<file path="src/rtl/gpio_port_pkg.sv">
// Package: register index map shared by the pin port, its checker and bench.
// Assumes a word-indexed register space; byte offsets are the integrator's concern.
package gpio_port_pkg;

    localparam int IDX_W = 3;

    typedef enum logic [IDX_W-1:0] {
        REG_MAKE_OUT = 3'd0,   // write: 1s turn pins to outputs; read: enable vector
        REG_MAKE_IN  = 3'd1,   // write: 1s turn pins to inputs;  read: enable vector
        REG_DRV_LO   = 3'd2,   // masked write of low-half latches
        REG_DRV_HI   = 3'd3,   // masked write of high-half latches
        REG_LEVEL    = 3'd4    // read: synchronised pad levels
    } reg_idx_e;

endpackage

</file>
<file path="src/rtl/gpio_dir_latch.sv">
// Module: per-pin output-enable register with separate set and clear strobes.
// Assumes set and clear never arrive in the same cycle (decode guarantees it).
module gpio_dir_latch #(
    parameter int NPIN = 32
) (
    input  logic            clk,
    input  logic            rst_n,
    input  logic            set_en,
    input  logic            clr_en,
    input  logic [NPIN-1:0] bits,
    output logic [NPIN-1:0] oe
);

    // Update enables: OR in on set, mask out on clear, all inputs on reset.
    always_ff @(posedge clk) begin
        if (!rst_n) begin
            oe <= '0;
        end else if (set_en) begin
            oe <= oe | bits;
        end else if (clr_en) begin
            oe <= oe & ~bits;
        end
    end

endmodule

</file>
<file path="src/rtl/gpio_drive_half.sv">
// Module: one half of the output latches, loaded by a masked write.
// Assumes the write word is twice HALF wide: mask in the upper half, values in the lower.
module gpio_drive_half #(
    parameter int HALF = 16
) (
    input  logic              clk,
    input  logic              rst_n,
    input  logic              wr_en,
    input  logic [2*HALF-1:0] wdata,
    output logic [HALF-1:0]   q
);

    logic [HALF-1:0] mask;
    logic [HALF-1:0] val;

    // Split the write word into its mask and value fields.
    always_comb begin
        mask = wdata[2*HALF-1:HALF];
        val  = wdata[HALF-1:0];
    end

    // Replace only the masked bits; clear all latches on reset.
    always_ff @(posedge clk) begin
        if (!rst_n) begin
            q <= '0;
        end else if (wr_en) begin
            q <= (q & ~mask) | (val & mask);
        end
    end

endmodule

</file>
<file path="src/rtl/gpio_level_sync.sv">
// Module: two-flop synchroniser for the pad levels, one chain per pin.
// Assumes pad inputs may be asynchronous to clk; the depth is fixed at two stages.
module gpio_level_sync #(
    parameter int NPIN = 32
) (
    input  logic            clk,
    input  logic            rst_n,
    input  logic [NPIN-1:0] d,
    output logic [NPIN-1:0] q
);

    logic [NPIN-1:0] meta;

    // Shift the pad levels through both stages; clear them on reset.
    always_ff @(posedge clk) begin
        if (!rst_n) begin
            meta <= '0;
            q    <= '0;
        end else begin
            meta <= d;
            q    <= meta;
        end
    end

endmodule

</file>
<file path="src/rtl/gpio_mask_port.sv">
// Module: top of the pin port: write decode, enable and output latches, level
// synchroniser and read mux. Assumes NPIN is even; pads apply pin_oe/pin_out.
module gpio_mask_port
    import gpio_port_pkg::*;
#(
    parameter int NPIN = 32
) (
    input  logic             clk,
    input  logic             rst_n,
    input  logic             wr_en,
    input  logic [IDX_W-1:0] wr_idx,
    input  logic [NPIN-1:0]  wr_data,
    input  logic [IDX_W-1:0] rd_idx,
    output logic [NPIN-1:0]  rd_data,
    input  logic [NPIN-1:0]  pin_in,
    output logic [NPIN-1:0]  pin_out,
    output logic [NPIN-1:0]  pin_oe
);

    localparam int HALF   = NPIN / 2;
    localparam int NHALVES = 2;

    logic                set_out_we;
    logic                set_in_we;
    logic [NHALVES-1:0]  half_we;
    logic [NPIN-1:0]     level_q;

    // Decode the write index into one strobe per writable register.
    always_comb begin
        set_out_we = wr_en && (reg_idx_e'(wr_idx) == REG_MAKE_OUT);
        set_in_we  = wr_en && (reg_idx_e'(wr_idx) == REG_MAKE_IN);
        half_we[0] = wr_en && (reg_idx_e'(wr_idx) == REG_DRV_LO);
        half_we[1] = wr_en && (reg_idx_e'(wr_idx) == REG_DRV_HI);
    end

    gpio_dir_latch #(.NPIN(NPIN)) u_dir (
        .clk    (clk),
        .rst_n  (rst_n),
        .set_en (set_out_we),
        .clr_en (set_in_we),
        .bits   (wr_data),
        .oe     (pin_oe)
    );

    for (genvar h = 0; h < NHALVES; h++) begin : g_half
        gpio_drive_half #(.HALF(HALF)) u_drv (
            .clk   (clk),
            .rst_n (rst_n),
            .wr_en (half_we[h]),
            .wdata (wr_data),
            .q     (pin_out[h*HALF +: HALF])
        );
    end

    gpio_level_sync #(.NPIN(NPIN)) u_sync (
        .clk   (clk),
        .rst_n (rst_n),
        .d     (pin_in),
        .q     (level_q)
    );

    // Select the read word for the addressed register; unmapped reads give 0.
    always_comb begin
        case (reg_idx_e'(rd_idx))
            REG_MAKE_OUT, REG_MAKE_IN: rd_data = pin_oe;
            REG_DRV_LO: rd_data = {{HALF{1'b0}}, pin_out[HALF-1:0]};
            REG_DRV_HI: rd_data = {{HALF{1'b0}}, pin_out[NPIN-1:HALF]};
            REG_LEVEL:  rd_data = level_q;
            default:    rd_data = '0;
        endcase
    end

endmodule

</file>
<file path="config.mk">
export PLATFORM = sky130hd
export DESIGN_NAME = gpio_mask_port
export DESIGN_NICKNAME = d
export VERILOG_FILES = /design/src/rtl/gpio_port_pkg.sv /design/src/rtl/gpio_dir_latch.sv /design/src/rtl/gpio_drive_half.sv /design/src/rtl/gpio_level_sync.sv /design/src/rtl/gpio_mask_port.sv
export SDC_FILE = /design/constraint.sdc
export NUM_CORES = 1
export LEC_CHECK = 0
export BUFFER_PORTS_ARGS = -buffer_cell sky130_fd_sc_hd__buf_4
export CAP_MARGIN = 20
export CORE_MARGIN = 8
export CORE_UTILIZATION = 50
export CTS_CLUSTER_SIZE = 14
export DETAILED_ROUTE_END_ITERATION = 7
export PLACE_DENSITY_LB_ADDON = 0.15
export SYNTH_ARGS = -nofsm -noshare
export SYNTH_HDL_FRONTEND = slang
export SYNTH_SLANG_ARGS = --single-unit
</file>
<file path="constraint.sdc">
create_clock -name clk -period 1.04 [get_ports clk]
set_input_delay 0.052 -clock clk [delete_from_list [all_inputs] [get_ports clk]]
set_output_delay 0.052 -clock clk [all_outputs]
set_load 0.05 [all_outputs]
</file>
==> impl_metrics.toml, run 1 <==
[synth]
synth_top_family_by_area = "simple AND/OR/NAND/NOR gates"
synth_fa_ha_area_share_pct = 0
yosys-top-cells-count = "144 x nand2_1, 128 x dfxtp_1, 65 x mux2i_1, 64 x and2_1"
synth_top_flop_cell = "dfxtp_1"
synth-compound-area-share_pct = 7.53
syn_nets = 602
ys_seq_area_share_pct = 51.7
synthDistinctLibCells = 21
postSynthCellCount = 529
synth_area_um2 = 4950
syn_area_per_cell_um2 = 9.36
synth-seq-cells = 128
synth-edff-count = 0
yosysMostFrequentCell = "nand2_1"
yosysWarnings = 0
synth_area_leader_cell = "dfxtp_1"
synthMuxAreaShare_pct = 13.1
yosys.area.top_type_share_pct = 51.7
synth-xor-area-share_pct = 0
synth_area_leaders = "dfxtp_1 52%, mux2i_1 13%, nand2_1 11%"
async_reset_ff_share_pct = 0
synthSimpleGateAreaFrac_pct = 24.0

[placed_design]
gp_congestion = 0.829
dpl-instance-area_um2 = 6870
hpwl_mm = 10.9
port_buffers = 168

[cts]
cts_buffer_depth = 2
post_cts_resized = 294
htree_levels = 4
cts_setup_buffers = 23
clockRootBuffer = "clkbuf_8"
hold_buffers = 64
cts_sinks = 128
cts_made_buffers = 17

[floorplanning]
placementRows = 36
die_w_um = 116
top_level_ports = 169
die_h_um = 116
start_util_pct = 51.1

[outcome]
status = "did not finish"
failing_step = "clock tree synthesis (4_1_cts)"
error = "[ERROR DPL-0033] detailed placement checks failed during check placement."
-- cell families after synthesis --
family / count (synthesis)
AOI/OAI and AO/OA: 48
buffers and inverters: 37
muxes: 65
DFF: 128
and+or+nand+nor: 251
-- metrics by stage --
step	setup slack, ns	hold slack [ns]	cells	utilization, %	setup TNS (ns)
after detailed placement	-0.445	0.264	835	70.9	-9.13
after global placement	-0.382	0.259	835	70.9	-7.93
after floorplan	-0.113	0.179	529	-	-1.36
==> run 2, diff against run 1 <==
CORE_UTILIZATION = 40   (was 50)
CTS_CLUSTER_SIZE = unset   (was 14)
==> impl_metrics.toml, run 2 <==
[sta]
max_slew.worst_pin.slew_ns = 0.516
setup_ws_ns = -0.443
fmax_mhz = 674
period_needed_ns = 1.48
rsz0062_at_grt = "true"
whs_ns = 0.140
slew_violations = 0
hold_viol = 0
clock_skew_ns = 0.00316
setup_viol = 56
slew_headroom_pct = 65.6
final.setup.tns_ns = -10.94
period_share_pct = 143

[worst_setup_path]
critical_path.top_delay_family = "buffers and inverters"
cp_slowest_stage_delay_ns = 0.32
crit_required_ns = 0.99
reg2reg_depth = 4
path_buf_inv = 4
slowest_stage = "a221o_2"
crit_type = "input port to output port"
crit_top_cell = "buf_4"
cp.depth = 7
crit_fanout = 15
cp-startpoint = "rd_idx[0]"
crit_path_cell_trace = "buf_4 > buf_4 > and3b_1 > buf_12 > a22o_1 > a221o_2 > buf_6"
cp-start-kind = "input port"
worstPathArrival_ns = 1.43
rrSetupSlack_ns = 0.22
worst_setup_path_end_kind = "output port"

[cts]
clockRootBuffer = "clkbuf_16"
tritoncts = "done"
cts_sinks = 128
clk_pin_slew_ns = 0.05
cts_buffer_depth = 2
htree_levels = 4
insertion_delay_ns = 0.41
cts_made_buffers = 17

[detailed_routing]
first_iter_violations = 272
wl_mm = 17.5
wl_per_cell_um = 17.7
vias = 4805
drcViolationCount = 0
post_drt_via_cell_ratio = 4.86
postRouteAntennaNets = 0
dr.pass1.iters = 4

[power]
p_leak_nw = 4.21
ir_worst_vdd_v = 0.000883
power_per_cell_area_nw_per_um2 = 1350

[grt]
grtUsageTotal_pct = 21.0
antenna_found_initial = 0
grt_overflow = 0
grt_pass1_vias = 5074
grt_max_degree = 81
grt_pass1_wl_mm = 26.7

[synth]
synth_area_um2 = 4950
synthDistinctLibCells = 21
synth_area_leaders = "dfxtp_1 52%, mux2i_1 13%, nand2_1 11%"
yosys.area.top_type_share_pct = 51.7
ys_seq_area_share_pct = 51.7
synth_top_flop_cell = "dfxtp_1"
syn_nets = 602
synth_area_leader_cell = "dfxtp_1"
yosysMostFrequentCell = "nand2_1"
synth-seq-cells = 128
syn_area_per_cell_um2 = 9.36
yosys-top-cells-count = "144 x nand2_1, 128 x dfxtp_1, 65 x mux2i_1, 64 x and2_1"
synth-edff-count = 0
yosysWarnings = 0
postSynthCellCount = 529
async_reset_ff_share_pct = 0

[hold_path]
hold_class = "input port to flop"
worstHoldStart = "wr_idx[1]"
hold_depth = 5

[outcome]
status = "finished, violations left"
failed_checks = "setup timing"

[finish]
post-route-util_pct = 76.4
final_common_cell = "nand2_1"
drive_gt1_share_pct = 48.0
final_cell_mix = "144 x nand2_1, 97 x buf_4, 80 x buf_6"
fin_nets = 882
area_delta_synth_final_pct = 85.9
diodes = 0

[run]
cap_violations = 0

[floorplanning]
coreArea_um2 = 12100
die_w_um = 127
top_level_ports = 169
die_h_um = 127
start_util_pct = 41.1
placementRows = 40
die-area_um2 = 16200

[placed_design]
hpwl_mm = 11.3
gp_congestion = 0.819
dp_slack_ns = -0.854
port_buffers = 168
==> run 2: cell counts after synthesis <==
No cell type changed its count.
==> run 2: worst max path at each step <==
stage                              to  slack, ns
final                      rd_data[7]      -0.44
after global routing      rd_data[14]      -0.49
after CTS                  rd_data[3]      -0.45
after detailed placement  rd_data[11]      -0.85
after global placement     rd_data[3]      -0.64
after floorplan            rd_data[0]      -0.11
==> run 2: layer usage <==
metal  share of wire (%)  vias to the layer above  GRT usage, %
met1                  38                     2305          22.9
met3                 7.3                       27          7.45
met5                   0                        -             0
li1                    -                     2308             -
met4                 2.2                        0          9.31
met2                  52                      165          36.2
==> run 2: per-stage QoR <==
stage / cell area, µm² / instances / total power [mW]
floorplan: 5200 / 529 / 5.87
global placement: 6880 / 869 / 6.40
detailed placement: 6880 / 869 / 6.42
CTS: 8860 / 979 / 12.4
global route: 9210 / 989 / 12.8
finish: 9210 / 989 / 12.4
==> run 2: layout make-up <==
| cell class | count | area [µm²] |
|---|---|---|
| clock inverter | 6 | 55.1 |
| multi-input combinational | 364 | 2570 |
| fill | 761 | 2850 |
| clock buffer | 25 | 515 |
| sequential | 128 | 2660 |
| tap | 168 | 210 |
| timing repair buffer | 298 | 3210 |
==> run 2: kinds of logic after synthesis <==
family	Yosys count	synth area share [%]
mux	65	13.1
flops	128	51.7
buf+inv	37	3.59
simple gates	251	24.0
compound gates	48	7.53
==> run 2: timing repair <==
action,CTS,global route
endpoints found under the hold margin,95,0
hold buffers,64,0
endpoints found under the setup margin,69,84
gates resized for setup,176,81
setup buffers,15,17
pin swaps,3,3
gates cloned,0,1
==> run 2: power by group <==
part           total, mW  internal (mW)  switching (mW)
clock               5.69           3.63            2.05
combinational       1.60          0.796           0.807
sequential          5.13           5.06          0.0723
total               12.4           9.49            2.93
==> run 2: worst register-to-register path: stages, from the launching register on <==
cell and delay [ns]:
dfxtp_2 0.34, buf_6 0.11, buf_4 0.10, nand2_1 0.05
mux2i_1 0.15
Power figures use the tool's default switching activity.
